==> src/rtl/mxr_pkg.sv <==
package mxr_pkg;

   typedef enum logic [2:0] {
      K_NONE,
      K_REG,
      K_ID,
      K_RFC,
      K_QUIET
   } acc_kind_e;

   localparam int NREG      = 9;
   localparam int OFS_ID0   = 'h30;
   localparam int OFS_ID1   = 'h40;
   localparam int OFS_ID2   = 'h44;
   localparam int OFS_RFC   = 'h50;
   localparam int OFS_QLO   = 'h60;
   localparam int OFS_QHI   = 'h6C;

   // index order of stored registers: ctl, ptehi, ptelo, base, exc addr,
   // trap, exc event, int event, assist (offset = 4 * index)
   function automatic logic [31:0] keep_mask(int i, int inval_bit,
                                             int code_w, int assist_w);
      case (i)
         0:       return ~(32'd1 << inval_bit);
         5, 6, 7: return (32'd1 << code_w) - 32'd1;
         8:       return (32'd1 << assist_w) - 32'd1;
         default: return '1;
      endcase
   endfunction

endpackage

==> src/rtl/mxr_field_reg.sv <==
module mxr_field_reg #(
   parameter int          W    = 32,
   parameter logic [W-1:0] KEEP = '1
) (
   input  logic         clk,
   input  logic         rst_n,
   input  logic         we,
   input  logic [W-1:0] d,
   output logic [W-1:0] q
);
   always_ff @(posedge clk or negedge rst_n) begin
      if (!rst_n)  q <= '0;
      else if (we) q <= d & KEEP;
   end
endmodule

==> src/rtl/mxr_refresh_ctr.sv <==
module mxr_refresh_ctr #(
   parameter int W = 16
) (
   input  logic         clk,
   input  logic         rst_n,
   input  logic         load,
   input  logic [W-1:0] load_val,
   input  logic         bump,
   output logic [W-1:0] cnt
);
   always_ff @(posedge clk or negedge rst_n) begin
      if (!rst_n)    cnt <= '0;
      else if (load) cnt <= load_val;
      else if (bump) cnt <= cnt + 1'b1;
   end
endmodule

==> src/rtl/mxr_decode.sv <==
module mxr_decode #(
   parameter int ADDR_W = 8
) (
   input  logic              req_valid,
   input  logic              req_write,
   input  logic [ADDR_W-1:0] req_addr,
   input  logic [3:0]        req_be,
   output logic              hit,
   output logic              err,
   output mxr_pkg::acc_kind_e kind,
   output logic [3:0]        idx
);
   import mxr_pkg::*;

   logic aligned, full, half, legal;

   assign aligned = (req_addr[1:0] == 2'b00);
   assign full    = (req_be == 4'hF);
   assign half    = (req_be == 4'h3);

   always_comb begin
      kind  = K_NONE;
      idx   = '0;
      legal = 1'b0;
      if (aligned) begin
         if (int'(req_addr[ADDR_W-1:2]) < NREG) begin
            kind  = K_REG;
            idx   = 4'(req_addr[ADDR_W-1:2]);
            legal = full;
         end else if (req_addr == ADDR_W'(OFS_ID0)) begin
            kind  = K_ID;
            idx   = 4'd0;
            legal = full && !req_write;
         end else if (req_addr == ADDR_W'(OFS_ID1)) begin
            kind  = K_ID;
            idx   = 4'd1;
            legal = full && !req_write;
         end else if (req_addr == ADDR_W'(OFS_ID2)) begin
            kind  = K_ID;
            idx   = 4'd2;
            legal = full && !req_write;
         end else if (req_addr == ADDR_W'(OFS_RFC)) begin
            kind  = K_RFC;
            legal = half;
         end else if (req_addr >= ADDR_W'(OFS_QLO) && req_addr <= ADDR_W'(OFS_QHI)) begin
            kind  = K_QUIET;
            legal = full;
         end
      end
   end

   assign hit = req_valid && legal;
   assign err = req_valid && !legal;
endmodule

==> src/rtl/mmu_exc_regbank.sv <==
module mmu_exc_regbank #(
   parameter int          ADDR_W    = 8,
   parameter int          INVAL_BIT = 2,
   parameter int          ASID_W    = 8,
   parameter int          CODE_W    = 11,
   parameter int          ASSIST_W  = 4,
   parameter int          RFC_W     = 16,
   parameter logic [31:0] PROC_ID   = 32'h0402_05C1,
   parameter logic [31:0] CACHE_ID  = 32'h2048_0000,
   parameter logic [31:0] REV_ID    = 32'h0000_0113
) (
   input  logic              clk,
   input  logic              rst_n,
   input  logic              req_valid,
   input  logic              req_write,
   input  logic [ADDR_W-1:0] req_addr,
   input  logic [3:0]        req_be,
   input  logic [31:0]       req_wdata,
   output logic [31:0]       rsp_rdata,
   output logic              rsp_err,
   output logic              tlb_inval_pulse,
   output logic              tlb_flush_pulse
);
   import mxr_pkg::*;

   localparam int DW = 32;

   if (ADDR_W < 7 || ADDR_W > 16) begin : g_bad_addr
      $error("ADDR_W must lie in 7..16");
   end
   if (INVAL_BIT < 0 || INVAL_BIT >= DW) begin : g_bad_inval
      $error("INVAL_BIT outside the word");
   end
   if (ASID_W < 1 || ASID_W > DW || CODE_W < 1 || CODE_W >= DW) begin : g_bad_fld
      $error("ASID_W or CODE_W out of range");
   end
   if (ASSIST_W < 1 || ASSIST_W >= DW || RFC_W < 1 || RFC_W > 16) begin : g_bad_small
      $error("ASSIST_W or RFC_W out of range");
   end

   logic               hit, wr_ok, rd_ok;
   acc_kind_e          kind;
   logic [3:0]         idx;
   logic [NREG-1:0]    reg_we;
   logic [NREG-1:0][DW-1:0] regs_q;
   logic [RFC_W-1:0]   rfc_q;
   logic [DW-1:0]      mmuctl_q, ptehi_q, assist_q;

   mxr_decode #(.ADDR_W(ADDR_W)) u_dec (
      .req_valid (req_valid),
      .req_write (req_write),
      .req_addr  (req_addr),
      .req_be    (req_be),
      .hit       (hit),
      .err       (rsp_err),
      .kind      (kind),
      .idx       (idx)
   );

   assign wr_ok = hit && req_write;
   assign rd_ok = hit && !req_write;

   for (genvar i = 0; i < NREG; i++) begin : g_reg
      localparam logic [DW-1:0] KM = keep_mask(i, INVAL_BIT, CODE_W, ASSIST_W);
      assign reg_we[i] = wr_ok && (kind == K_REG) && (idx == 4'(i));
      mxr_field_reg #(.W(DW), .KEEP(KM)) u_fld (
         .clk   (clk),
         .rst_n (rst_n),
         .we    (reg_we[i]),
         .d     (req_wdata),
         .q     (regs_q[i])
      );
   end

   assign mmuctl_q = regs_q[0];
   assign ptehi_q  = regs_q[1];
   assign assist_q = regs_q[8];

   mxr_refresh_ctr #(.W(RFC_W)) u_rfc (
      .clk      (clk),
      .rst_n    (rst_n),
      .load     (wr_ok && (kind == K_RFC)),
      .load_val (req_wdata[RFC_W-1:0]),
      .bump     (rd_ok && (kind == K_RFC)),
      .cnt      (rfc_q)
   );

   assign tlb_inval_pulse = reg_we[0] && req_wdata[INVAL_BIT];
   assign tlb_flush_pulse = reg_we[1] &&
                            (req_wdata[ASID_W-1:0] != ptehi_q[ASID_W-1:0]);

   always_comb begin
      rsp_rdata = '0;
      if (rd_ok) begin
         case (kind)
            K_REG:   rsp_rdata = regs_q[idx];
            K_ID: begin
               case (idx)
                  4'd0:    rsp_rdata = PROC_ID;
                  4'd1:    rsp_rdata = CACHE_ID;
                  default: rsp_rdata = REV_ID;
               endcase
            end
            K_RFC:   rsp_rdata = DW'(rfc_q);
            default: rsp_rdata = '0;
         endcase
      end
   end
endmodule

==> config.mk <==
export PLATFORM = sky130hd
export DESIGN_NAME = mmu_exc_regbank
export DESIGN_NICKNAME = d
export VERILOG_FILES = /design/src/rtl/mxr_pkg.sv /design/src/rtl/mxr_field_reg.sv /design/src/rtl/mxr_refresh_ctr.sv /design/src/rtl/mxr_decode.sv /design/src/rtl/mmu_exc_regbank.sv
export SDC_FILE = /design/constraint.sdc
export NUM_CORES = 1
export LEC_CHECK = 0
export CORE_ASPECT_RATIO = 0.75
export CORE_MARGIN = 2
export CORE_UTILIZATION = 64
export DETAILED_ROUTE_END_ITERATION = 7
export DONT_BUFFER_PORTS = 1
export HOLD_SLACK_MARGIN = 0.1
export PLACE_DENSITY = 0.81
export SLEW_MARGIN = 20
export SYNTH_ARGS = -nofsm -noshare
export SYNTH_HDL_FRONTEND = slang
export SYNTH_SLANG_ARGS = --single-unit
==> constraint.sdc <==
create_clock -name clk -period 3.35 [get_ports clk]
set_input_delay 0.335 -clock clk [delete_from_list [all_inputs] [get_ports clk]]
set_output_delay 0.335 -clock clk [all_outputs]
set_load 0.01 [all_outputs]
==> PnR_summary.wiki, run 1 <==
{| class="wikitable"
! Metric !! Value
|-
| CP Capture Point || tlb_flush_pulse
|-
| Actual transition at the worst max-transition pin || 0.753 ns
|-
| Filler Cell Count || 1070
|-
| Total iterations of the first detailed-routing run || 6
|-
| Maximum achievable frequency || 324 MHz
|-
| Critical Setup Path Class || input port to primary output
|-
| Share of the core filled with cells || 0.737
|-
| Hold slack || -0.472 ns
|-
| Syn Std Cell Area || 0.0109 mm2
|-
| Number of storage elements in the synthesis netlist || 212
|-
| Final standard cell area without fillers || around 0.012 mm2
|-
| Overall die area || 0.0180 mm2
|-
| Final setup violating endpoints || 0
|-
| Reg-to-reg critical path startpoint || u_rfc.cnt[0]
|-
| First element of the critical path || req_addr[4]
|-
| Routability cong. || between 0.9 and 1
|-
| Hold_buf cts || 34
|-
| Area taken by multi-input logic gates || 0.00516 mm2
|-
| Maximum buffer depth of the clock tree || 3
|-
| Post-synthesis instance total || between 900 and 1000
|-
| Placed Instance Area || 0.0113 mm2
|-
| Die Y-Extent || 117 um
|-
| Final sum of negative setup slack || 0 ns
|-
| Maximum fanout encountered on the critical timing path || 18
|-
| Clock latency on the worst-skew pair || roughly 0.5 ns
|-
| Register-to-Register Path Depth || 7
|-
| Internal reg-to-reg setup slack || 0.99 ns
|-
| Cell Pwr Density || 415 mW/mm2
|-
| Total area of sequential cells || 0.00531 mm2
|-
| Final #Nets || 1040
|-
| Ratio of final minimum period to clock period || 0.921
|-
| Signed area change from the synthesized netlist to the final layout || 13.5%
|-
| Unrepaired setup endpoints after global routing || false
|-
| Num CTS Buffers || 22
|-
| Via count || 8453
|-
| Worst clock skew || 0.00654 ns
|-
| Effective utilization at floorplan || 0.649
|-
| Number of DRC markers in iteration 0 || roughly 1100
|-
| Commonest cells after routing, fill and taps aside || 212 x dfrtp_1, 167 x mux2_2, 93 x nand2_1
|-
| Most common cell after layout, fill and taps aside || dfrtp_1
|-
| Clk sink count || roughly 210
|-
| Slew Limit Fails || 0
|-
| Vias in the first global route || 8242
|-
| DP Wirelength || 19600 um
|-
| Post-synth cell types || 70
|-
| Final-report hold violation count || 212
|-
| Leakage || 5.65 nW
|-
| Deepest level of the CTS H-tree || 1
|-
| Root Buffer Master || clkbuf_16
|-
| Shortest clock period the worst path allows after layout || 3.08 ns
|-
| Pin count of the biggest net entering global routing || 213
|-
| Critical Path Source Type || input port
|-
| Max rail drop VDD || roughly 0.33 mV
|-
| Antenna-violating nets left || 0
|-
| FF-to-FF End || u_rfc.cnt[14]
|-
| Clock transition at the registers of the reported paths || 0.06 ns
|-
| Floorplan core area || 0.0167 mm2
|-
| Synth Net Count || 990
|-
| Die X || 154 um
|-
| TritonCTS clock tree || yes
|-
| Via/cell ratio || 6.92
|-
| GR Overflow Total || 0
|-
| Synth async-reset ratio || 1.00
|-
| Number of buffers added on ports || 0
|-
| Relative slew slack || 0.493
|-
| WL per Instance || 25.4 um
|-
| Ratio of cells with drive above 1 in the final layout || 0.297
|-
| First-pass GRT wire length || 47500 um
|-
| DRC || 0
|-
| Final Routed Wirelength || 31000 um
|-
| Ys flop type || dfrtp_1
|-
| Max-cap check violation count || 0
|-
| Syn avg cell area || 11.5 um2
|-
| Number of enable flip-flop cells after synthesis || 0
|-
| Required time at the endpoint of the critical path || 3.01 ns
|-
| Type of the worst min-delay path || input port to async pin
|-
| Initial antenna violation count || 1
|-
| Outcome || finished with violations
|-
| Portion of the post-synthesis area used by sequential elements || 0.489
|-
| Row cnt || 41
|-
| Arrival @ worst endpoint || 2.75 ns
|-
| Number of warning messages in the yosys log || 0
|-
| Setup Fix Bufs, Post-CTS || 0
|-
| Number of primary I/O pins || slightly above 80
|-
| Total track usage || 0.344
|-
| CTS resizes || 0
|-
| Endpoint type of the worst setup path || primary output
|-
| Violations in the final reports || negative hold slack
|}
==> cells in the mapped netlist (3+ instances only) <==
cell type,count,area (um2)
nor3_1,10,50.1
or4_1,4,30.0
clkbuf_1,44,165
nor4_4,8,170
a22oi_1,5,37.5
buf_2,3,15.0
a2111oi_0,8,70.1
nor2b_1,8,50.1
inv_1,9,33.8
mux2_1,32,360
nor2_1,34,128
buf_6,4,45.0
o22ai_1,12,75.1
mux2_2,167,1880
nor4_1,8,50.1
nand2_1,93,349
a31oi_1,14,87.6
o21ai_0,19,95.1
o21a_1,12,90.1
a31o_2,14,123
and3_1,8,50.1
a21oi_1,49,245
a221oi_1,4,35.0
nand3_1,11,55.1
mux2i_1,20,200
or3_1,7,43.8
xor2_1,8,70.1
a32oi_1,6,52.6
and2_1,3,18.8
dfrtp_1,212,5310
buf_1,5,18.8
o22a_1,5,43.8
a211oi_1,6,45.0
o32ai_1,3,26.3
buf_4,16,120
nand4_1,8,50.1
o221ai_1,22,193
==> per-layer routing <==
metal  share of wire  track usage  vias up
met3           0.099       0.0924       96
met2            0.45        0.540      487
met1            0.41        0.472     4246
met5               0            0        -
met4           0.036        0.123        0
li1                -            -     3624
==> through the flow <==
step | std cells | power (mW) | hold WS, ns | setup WS, ns
after floorplan | 941 | 2.71 | 0.0394 | 0.241
after global placement | 1148 | 2.72 | 0.0482 | 0.324
after detailed placement | 1148 | 2.72 | 0.0489 | 0.308
after CTS | 1220 | 5.11 | -0.475 | 0.304
after global routing | 1220 | 5.23 | -0.489 | 0.135
final | 1221 | 5.11 | -0.472 | 0.265
==> logic make-up after synthesis <==
group,Yosys count,synth area share
muxes,221,0.229
buffers and inverters,83,0.0375
xor gates and xnor gates,8,0.00646
DFF,212,0.489
adders and majority gates,1,0.00115
AOI/OAI and AO/OA,199,0.129
and+or+nand+nor,217,0.108
==> worst min path at each step <==
stage | start | to | slack [ns] | cells after the start
finish | rst_n | g_reg[7].u_fld.q[8] | -0.47 | 0
global placement | rst_n | u_rfc.cnt[15] | 0.05 | 0
CTS | rst_n | u_rfc.cnt[13] | -0.47 | 0
global route | rst_n | u_rfc.cnt[7] | -0.49 | 0
floorplan | rst_n | g_reg[0].u_fld.q[0] | 0.04 | 0
detailed placement | rst_n | u_rfc.cnt[13] | 0.05 | 0
==> where the power goes <==
| part | internal, mW | switching (mW) | total (mW) |
|---|---|---|---|
| combinational | 0.0654 | 0.123 | 0.188 |
| sequential | 2.56 | 0.000287 | 2.56 |
| clock | 1.35 | 1.01 | 2.36 |
| total | 3.97 | 1.14 | 5.11 |
==> state kept, by name, indices dropped and copies added (netlist names) <==
register   cells
g.u_fld.q    196
u_rfc.cnt     16
==> critical path: stages <==
cell	delay, ns
or3_1	0.41
a2111oi_0	0.54
a41oi_2	0.09
and2_0	0.34
nor4_4	0.41
buf_4	0.26
a21boi_1	0.21
buf_4	0.15
==> layout make-up <==
cell class | instances | area share
multi-input combinational | 646 | 0.419
tap | 215 | 0.0218
antenna | 1 | 0.000203
sequential | 212 | 0.431
timing repair buffer | 99 | 0.0703
clock buffer | 33 | 0.0530
clock inverter | 5 | 0.00254
inverter | 10 | 0.00305
(Power assumes the default switching activity.)
==> run 2: changes to the inputs <==
Settings changed: CAP_MARGIN set to 20, PLACE_DENSITY 0.81 to 0.8, TNS_END_PERCENT set to 1.
==> run 2 against run 1 <==
  * The flow still finishes with violations (negative hold slack)
  * Critical endpoint unchanged
  * Critical path type unchanged
  * Largest cell class unchanged
  * Worst hold slack better by 0.0020 ns
  * Largest power group unchanged
  * Design area up 0.80%
  * Die area unchanged
==> PnR_summary.wiki, run 2 (synthesis results as in run 1) <==
{| class="wikitable"
! Metric !! Value
|-
| Total track usage || 0.344 (about the same)
|-
| Maximum fanout encountered on the critical timing path || 25 (+7)
|-
| Number of DRC markers in iteration 0 || 949 (-15%)
|-
| First-pass GRT wire length || 47700 um (+0.28%)
|-
| Number of primary I/O pins || 83 (unchanged)
|-
| Antenna-violating nets left || 0 (unchanged)
|-
| Slew Limit Fails || 0 (unchanged)
|-
| Maximum buffer depth of the clock tree || 3 (unchanged)
|-
| Clk sink count || 212 (unchanged)
|-
| Arrival @ worst endpoint || 2.82 ns (+0.07 ns)
|-
| Leakage || 5.69 nW (+0.86%)
|-
| Placed Instance Area || 0.0113 mm2 (+0.35%)
|-
| Final setup violating endpoints || 0 (unchanged)
|-
| Reg-to-reg critical path startpoint || u_rfc.cnt[7]
|-
| Clock power frac || 0.478 (+0.016)
|-
| DP Wirelength || 19500 um (-0.58%)
|-
| Row cnt || 41 (unchanged)
|-
| Min setup slack post-route || 0.199 ns (-0.0661 ns)
|-
| Number of diodes added for antenna fixing || 0 (-1)
|-
| Hold slack || -0.470 ns (+0.00195 ns)
|-
| Type of the worst min-delay path || input port to async pin
|-
| Initial antenna violation count || 0 (-1)
|-
| Endpoint type of the worst setup path || primary output
|-
| Final sum of negative setup slack || 0 ns (unchanged)
|-
| Internal reg-to-reg setup slack || 0.92 ns (-0.07 ns)
|-
| Most common cell after layout, fill and taps aside || dfrtp_1
|-
| Register-to-Register Path Depth || 6 (-1)
|-
| Share of the core filled with cells || 0.743 (+0.00591)
|-
| Unrepaired setup endpoints after global routing || false
|-
| Root Buffer Master || clkbuf_16
|-
| Filler Cell Count || 1087 (+1.6%)
|-
| Cell Pwr Density || 424 mW/mm2 (+2.3%)
|-
| FF-to-FF End || u_rfc.cnt[13]
|-
| Overall die area || 0.0180 mm2 (unchanged)
|-
| Clock latency on the worst-skew pair || 0.50 ns (about the same)
|-
| Worst clock skew || 0.0106 ns (+0.00406 ns)
|-
| Net switching share of the total power || 0.216 (-0.00686)
|-
| Final Routed Wirelength || 30800 um (-0.66%)
|-
| Effective utilization at floorplan || 0.649 (unchanged)
|-
| Die X || 154 um (unchanged)
|-
| Pin count of the biggest net entering global routing || 213 (unchanged)
|-
| Number of buffers added on ports || 0 (unchanged)
|-
| GR Overflow Total || 0 (unchanged)
|-
| Number of cells in the design after placement || 1150 (+0.17%)
|-
| Total iterations of the first detailed-routing run || 5 (-1)
|-
| Routability cong. || 0.916 (-1.9%)
|-
| Ratio of final minimum period to clock period || 0.941 (+0.0197)
|-
| Required time at the endpoint of the critical path || 3.01 ns (about the same)
|-
| Proportion of power drawn by combinational gates || 0.036 (about the same)
|-
| Vias in the first global route || 8304 (+0.75%)
|-
| Final standard cell area without fillers || 0.0124 mm2 (+0.80%)
|-
| Power spent charging and discharging nets || 1.14 mW (about the same)
|-
| Number of flip-flops under the largest register name || 196 (unchanged)
|-
| Relative slew slack || 0.510 (+0.0170)
|-
| Critical Path Source Type || input port
|-
| Proportion of power drawn by flip-flops and latches || 0.486 (-0.015)
|-
| Biggest registers after layout || g.u_fld.q: 196 flops, u_rfc.cnt: 16 flops
|-
| Hold_buf cts || 34 (unchanged)
|-
| Via/cell ratio || 6.91 (-0.13%)
|-
| Shortest clock period the worst path allows after layout || 3.15 ns (+0.0661 ns)
|-
| Via count || 8449 (-0.047%)
|-
| Die Y-Extent || 117 um (unchanged)
|-
| Num CTS Buffers || 22 (unchanged)
|-
| First element of the critical path || req_addr[2]
|-
| Internal power || 4.13 mW (+4.0%)
|-
| Largest register by flop count || g.u_fld.q
|-
| Signed area change from the synthesized netlist to the final layout || 14.4%
|-
| Critical Setup Path Class || input port to primary output
|-
| WL per Instance || 25.2 um (-0.74%)
|-
| Final-report hold violation count || 212 (unchanged)
|-
| Actual transition at the worst max-transition pin || 0.728 ns (-0.0252 ns)
|-
| Number of standard cells in the final layout excluding fillers || 1222 (+0.082%)
|-
| Commonest cells after routing, fill and taps aside || 212 x dfrtp_1, 167 x mux2_2, 93 x nand2_1
|-
| Clock transition at the registers of the reported paths || 0.06 ns (about the same)
|-
| Final #Nets || 1042 (+0.19%)
|-
| Ratio of cells with drive above 1 in the final layout || 0.300 (+0.00338)
|-
| Maximum achievable frequency || 317 MHz (-2.1%)
|-
| Outcome || finished with violations
|-
| Overall power after layout || 5.27 mW (+3.1%)
|-
| Floorplan core area || 0.0167 mm2 (unchanged)
|-
| Setup Fix Bufs, Post-CTS || 0 (unchanged)
|-
| TritonCTS clock tree || yes
|-
| Deepest level of the CTS H-tree || 1 (unchanged)
|-
| DRC || 0 (unchanged)
|-
| Max-cap check violation count || 0 (unchanged)
|-
| Post-placement worst setup slack || 0.0793 ns (-0.229 ns)
|-
| Max rail drop VDD || 0.374 mV (+15%)
|-
| Violations in the final reports || negative hold slack
|}
-- run 2: area by class of cell --
class                           count  area [um2]  area share
Sequential cell                   212        5310       0.427
Multi-Input combinational cell    646        5160       0.415
Timing Repair Buffer              101         906      0.0729
Clock buffer                       32         649      0.0523
Tap cell                          215         269      0.0217
Clock inverter                      6        95.1     0.00766
Inverter                           10        37.5     0.00302
-- run 2: power by group through the flow --
stage	combinational, mW	sequential, mW	clock, mW
finish	0.189	2.56	2.52
global route	0.197	2.56	2.64
CTS	0.181	2.56	2.53
detailed placement	0.111	2.61	0
global placement	0.111	2.61	0
floorplan	0.0980	2.61	0
-- run 2: worst max path at each step --
| stage | endpoint | slack (ns) |
|---|---|---|
| floorplan | tlb_flush_pulse | 0.24 |
| global placement | tlb_flush_pulse | 0.13 |
| detailed placement | tlb_flush_pulse | 0.08 |
| CTS | tlb_flush_pulse | 0.08 |
| global route | tlb_flush_pulse | 0.1 |
| finish | tlb_flush_pulse | 0.20 |
-- run 2: critical path, stage by stage --
cell	delay, ns
or3b_1	0.50
nor3_4	0.23
a41oi_2	0.27
and2_0	0.27
buf_4	0.22
nor4_4	0.34
buf_12	0.24
a21boi_1	0.23
buf_4	0.15
-- run 2: what timing repair did --
| action | CTS | global route |
|---|---|---|
| endpoints found under the setup margin | 0 | 1 |
| hold endpoints to repair | 424 | 212 |
| gates resized for setup | 0 | 2 |
-- run 2: metal layers --
metal | vias to the layer above | global-route usage | wire, um
met5 | - | 0 | 0
met4 | 0 | 0.122 | 1090
met3 | 89 | 0.0622 | 2910
met2 | 487 | 0.536 | 14100
met1 | 4255 | 0.494 | 12700
li1 | 3618 | - | -
==> run 3: changes to the inputs <==
Settings changed: CORE_UTILIZATION 64 to 55, PLACE_DENSITY 0.8 to 0.73.
Clock period 3.35 ns to 2.5 ns, I/O delays scaled along.
==> run 3 against run 2 <==
  * The flow still finishes with violations (negative hold slack)
  * Via count is 2.1% higher
  * Critical endpoint is now rsp_rdata[3]
  * Setup slack worse by 0.15 ns
  * Combinational power rose by 54%
==> PnR_summary.wiki, run 3 (synthesis results as in run 1) <==
{| class="wikitable"
! Metric !! Value
|-
| WL per Instance || 24.1 um (-4.2%)
|-
| Proportion of power drawn by flip-flops and latches || 0.475 (-0.011)
|-
| DP Wirelength || 20500 um (+5.4%)
|-
| Arrival @ worst endpoint || 2.20 ns (-0.62 ns)
|-
| Largest register by flop count || g.u_fld.q
|-
| Slew Limit Fails || 0 (unchanged)
|-
| Vias in the first global route || 8578 (+3.3%)
|-
| Shortest clock period the worst path allows after layout || 2.45 ns
|-
| Ratio of final minimum period to clock period || 0.982
|-
| Commonest cells after routing, fill and taps aside || 211 x dfrtp_1, 159 x mux2_2, 103 x buf_4
|-
| Cell Pwr Density || 546 mW/mm2 (+29%)
|-
| Routability cong. || 0.929 (+1.4%)
|-
| Hold_buf cts || 40 (+18%)
|-
| Clock transition at the registers of the reported paths || 0.07 ns (about the same)
|-
| Total iterations of the first detailed-routing run || 5 (unchanged)
|-
| Final Routed Wirelength || 31800 um (+3.3%)
|-
| Final setup violating endpoints || 0 (unchanged)
|-
| Share of the core filled with cells || 0.685 (-0.0579)
|-
| Via/cell ratio || 6.54 (-5.4%)
|-
| Overall power after layout || 7.23 mW (+37%)
|-
| Antenna-violating nets left || 0 (unchanged)
|-
| Violations in the final reports || negative hold slack
|-
| Filler Cell Count || 1338 (+23%)
|-
| Final #Nets || 1098 (+5.4%)
|-
| Effective utilization at floorplan || 0.562 (-0.0873)
|-
| Clock latency on the worst-skew pair || 0.50 ns (about the same)
|-
| Maximum achievable frequency || between 400 and 500 MHz
|-
| Relative slew slack || 0.480 (-0.0301)
|-
| Max rail drop VDD || 0.632 mV (+69%)
|-
| Power spent charging and discharging nets || 1.60 mW (+41%)
|-
| Deepest level of the CTS H-tree || 1 (unchanged)
|-
| Ratio of cells with drive above 1 in the final layout || 0.359 (+0.0591)
|-
| Number of flip-flops under the largest register name || 196 (unchanged)
|-
| Biggest registers after layout || g.u_fld.q: 196 flops, u_rfc.cnt: 16 flops
|-
| Clk sink count || 212 (unchanged)
|-
| First-pass GRT wire length || 49900 um (+4.8%)
|-
| Overall die area || 0.0209 mm2 (+16%)
|-
| Root Buffer Master || clkbuf_16
|-
| Type of the worst min-delay path || input port to async pin
|-
| Worst clock skew || 0.00914 ns (-0.00145 ns)
|-
| GR Overflow Total || 0 (unchanged)
|-
| Number of DRC markers in iteration 0 || 877 (-7.6%)
|-
| Internal power || 5.63 mW (+36%)
|-
| DRC || 0 (unchanged)
|-
| Critical Setup Path Class || input port to primary output
|-
| Num CTS Buffers || 22 (unchanged)
|-
| Hold slack || -0.559 ns (-0.0890 ns)
|-
| Unrepaired setup endpoints after global routing || true
|-
| Final standard cell area without fillers || 0.0132 mm2 (+6.5%)
|-
| Number of primary I/O pins || 83 (unchanged)
|-
| Leakage || 6.04 nW (+6.0%)
|-
| Final-report hold violation count || 212 (unchanged)
|-
| Total track usage || 0.304 (-0.0400)
|-
| Proportion of power drawn by combinational gates || 0.040 (+0.004)
|-
| Net switching share of the total power || 0.221 (+0.00562)
|-
| Clock power frac || 0.485 (+0.007)
|-
| Endpoint type of the worst setup path || primary output
|-
| TritonCTS clock tree || yes
|-
| Required time at the endpoint of the critical path || 2.25 ns (-0.76 ns)
|-
| Critical Path Source Type || input port
|-
| Via count || 8624 (+2.1%)
|-
| Maximum fanout encountered on the critical timing path || 11 (-56%)
|-
| Actual transition at the worst max-transition pin || 0.777 ns (+0.0489 ns)
|-
| Number of buffers added on ports || 0 (unchanged)
|-
| Outcome || finished with violations
|-
| Placed Instance Area || 0.0118 mm2 (+4.3%)
|-
| Floorplan core area || 0.0193 mm2 (+16%)
|-
| Die Y-Extent || 126 um (+7.6%)
|-
| Pin count of the biggest net entering global routing || 213 (unchanged)
|-
| Maximum buffer depth of the clock tree || 3 (unchanged)
|-
| Initial antenna violation count || 1 (+1)
|-
| Signed area change from the synthesized netlist to the final layout || 21.9%
|-
| Most common cell after layout, fill and taps aside || dfrtp_1
|-
| Die X || 166 um (+7.7%)
|-
| Max-cap check violation count || 0 (unchanged)
|-
| Row cnt || 44 (+7.3%)
|}
[run 3: changes by cell type in the layout (fill, tap and decap cells not counted), moves of 6 or more]
cell,before,now
mux2_4,0,11
mux2_2,167,159
dlygate4sd3_1,34,40
buf_12,5,11
a21oi_1,48,42
buf_4,62,103
[run 3: routing by layer]
| layer | GRT usage | wire, um | vias to the layer above |
|---|---|---|---|
| li1 | - | - | 3741 |
| met1 | 0.459 | 14100 | 4387 |
| met2 | 0.452 | 14200 | 440 |
| met3 | 0.0603 | 2780 | 56 |
| met4 | 0.0777 | 694 | 0 |
| met5 | 0 | 0 | - |
[run 3: path summary, 6_finish.rpt]
path / to / startpoint / cells past startpoint / slack, ns
worst max-delay path: rsp_rdata[3] / req_addr[7] / 8 / 0.05
worst min-delay path: u_rfc.cnt[10] / rst_n / 0 / -0.56
worst max register to register: u_rfc.cnt[8] / u_rfc.cnt[0] / 8 / 0.10
worst min register to register: g_reg[3].u_fld.q[5] / g_reg[3].u_fld.q[5] / 1 / 0.48
max in group asynchronous: g_reg[3].u_fld.q[1] / rst_n / 0 / 2.63
min in group clk: u_rfc.cnt[14] / req_write / 3 / 0.12
[run 3: stage by stage]
step | instances | setup TNS [ns] | setup slack, ns
floorplan | 941 | -33.44 | -0.233
global placement | 1231 | -34.81 | -0.288
detailed placement | 1231 | -35.90 | -0.309
CTS | 1316 | -0.0676 | -0.0340
global route | 1317 | -0.106 | -0.0471
finish | 1318 | 0 | 0.0452
[run 3: final cells by class]
class | count | area (um2) | area share
Antenna cell | 1 | 2.50 | 0.000189
Clock buffer | 27 | 619 | 0.0468
Clock inverter | 12 | 155 | 0.0117
Inverter | 10 | 37.5 | 0.00284
Multi-Input combinational cell | 646 | 5350 | 0.404
Sequential cell | 212 | 5310 | 0.401
Tap cell | 253 | 317 | 0.0239
Timing Repair Buffer | 157 | 1450 | 0.109
[run 3: power by group through the flow]
stage | Sequential [mW] | Combinational, mW | Clock (mW)
6_report | 3.43 | 0.291 | 3.50
5_1_grt | 3.43 | 0.303 | 3.69
4_1_cts | 3.43 | 0.277 | 3.51
3_5_place_dp | 3.49 | 0.174 | 0
3_3_place_gp | 3.49 | 0.173 | 0
2_1_floorplan | 3.50 | 0.135 | 0
[run 3: what timing repair did]
| item | 4_1_cts | 5_1_grt |
|---|---|---|
| buffers inserted | 5 | 1 |
| cloned | 1 | 0 |
| endpoints found under the hold margin | 424 | 212 |
| pin swaps | 3 | 0 |
| endpoints found under the setup margin | 27 | 35 |
| gates resized for setup | 17 | 16 |
[run 3: critical path: stages]
cell and delay, ns:
or4_1 0.58, buf_4 0.19, or3_1 0.36, nand2_1 0.14, or3_1 0.12, a32oi_1 0.16, nor3_2 0.24, buf_4 0.16
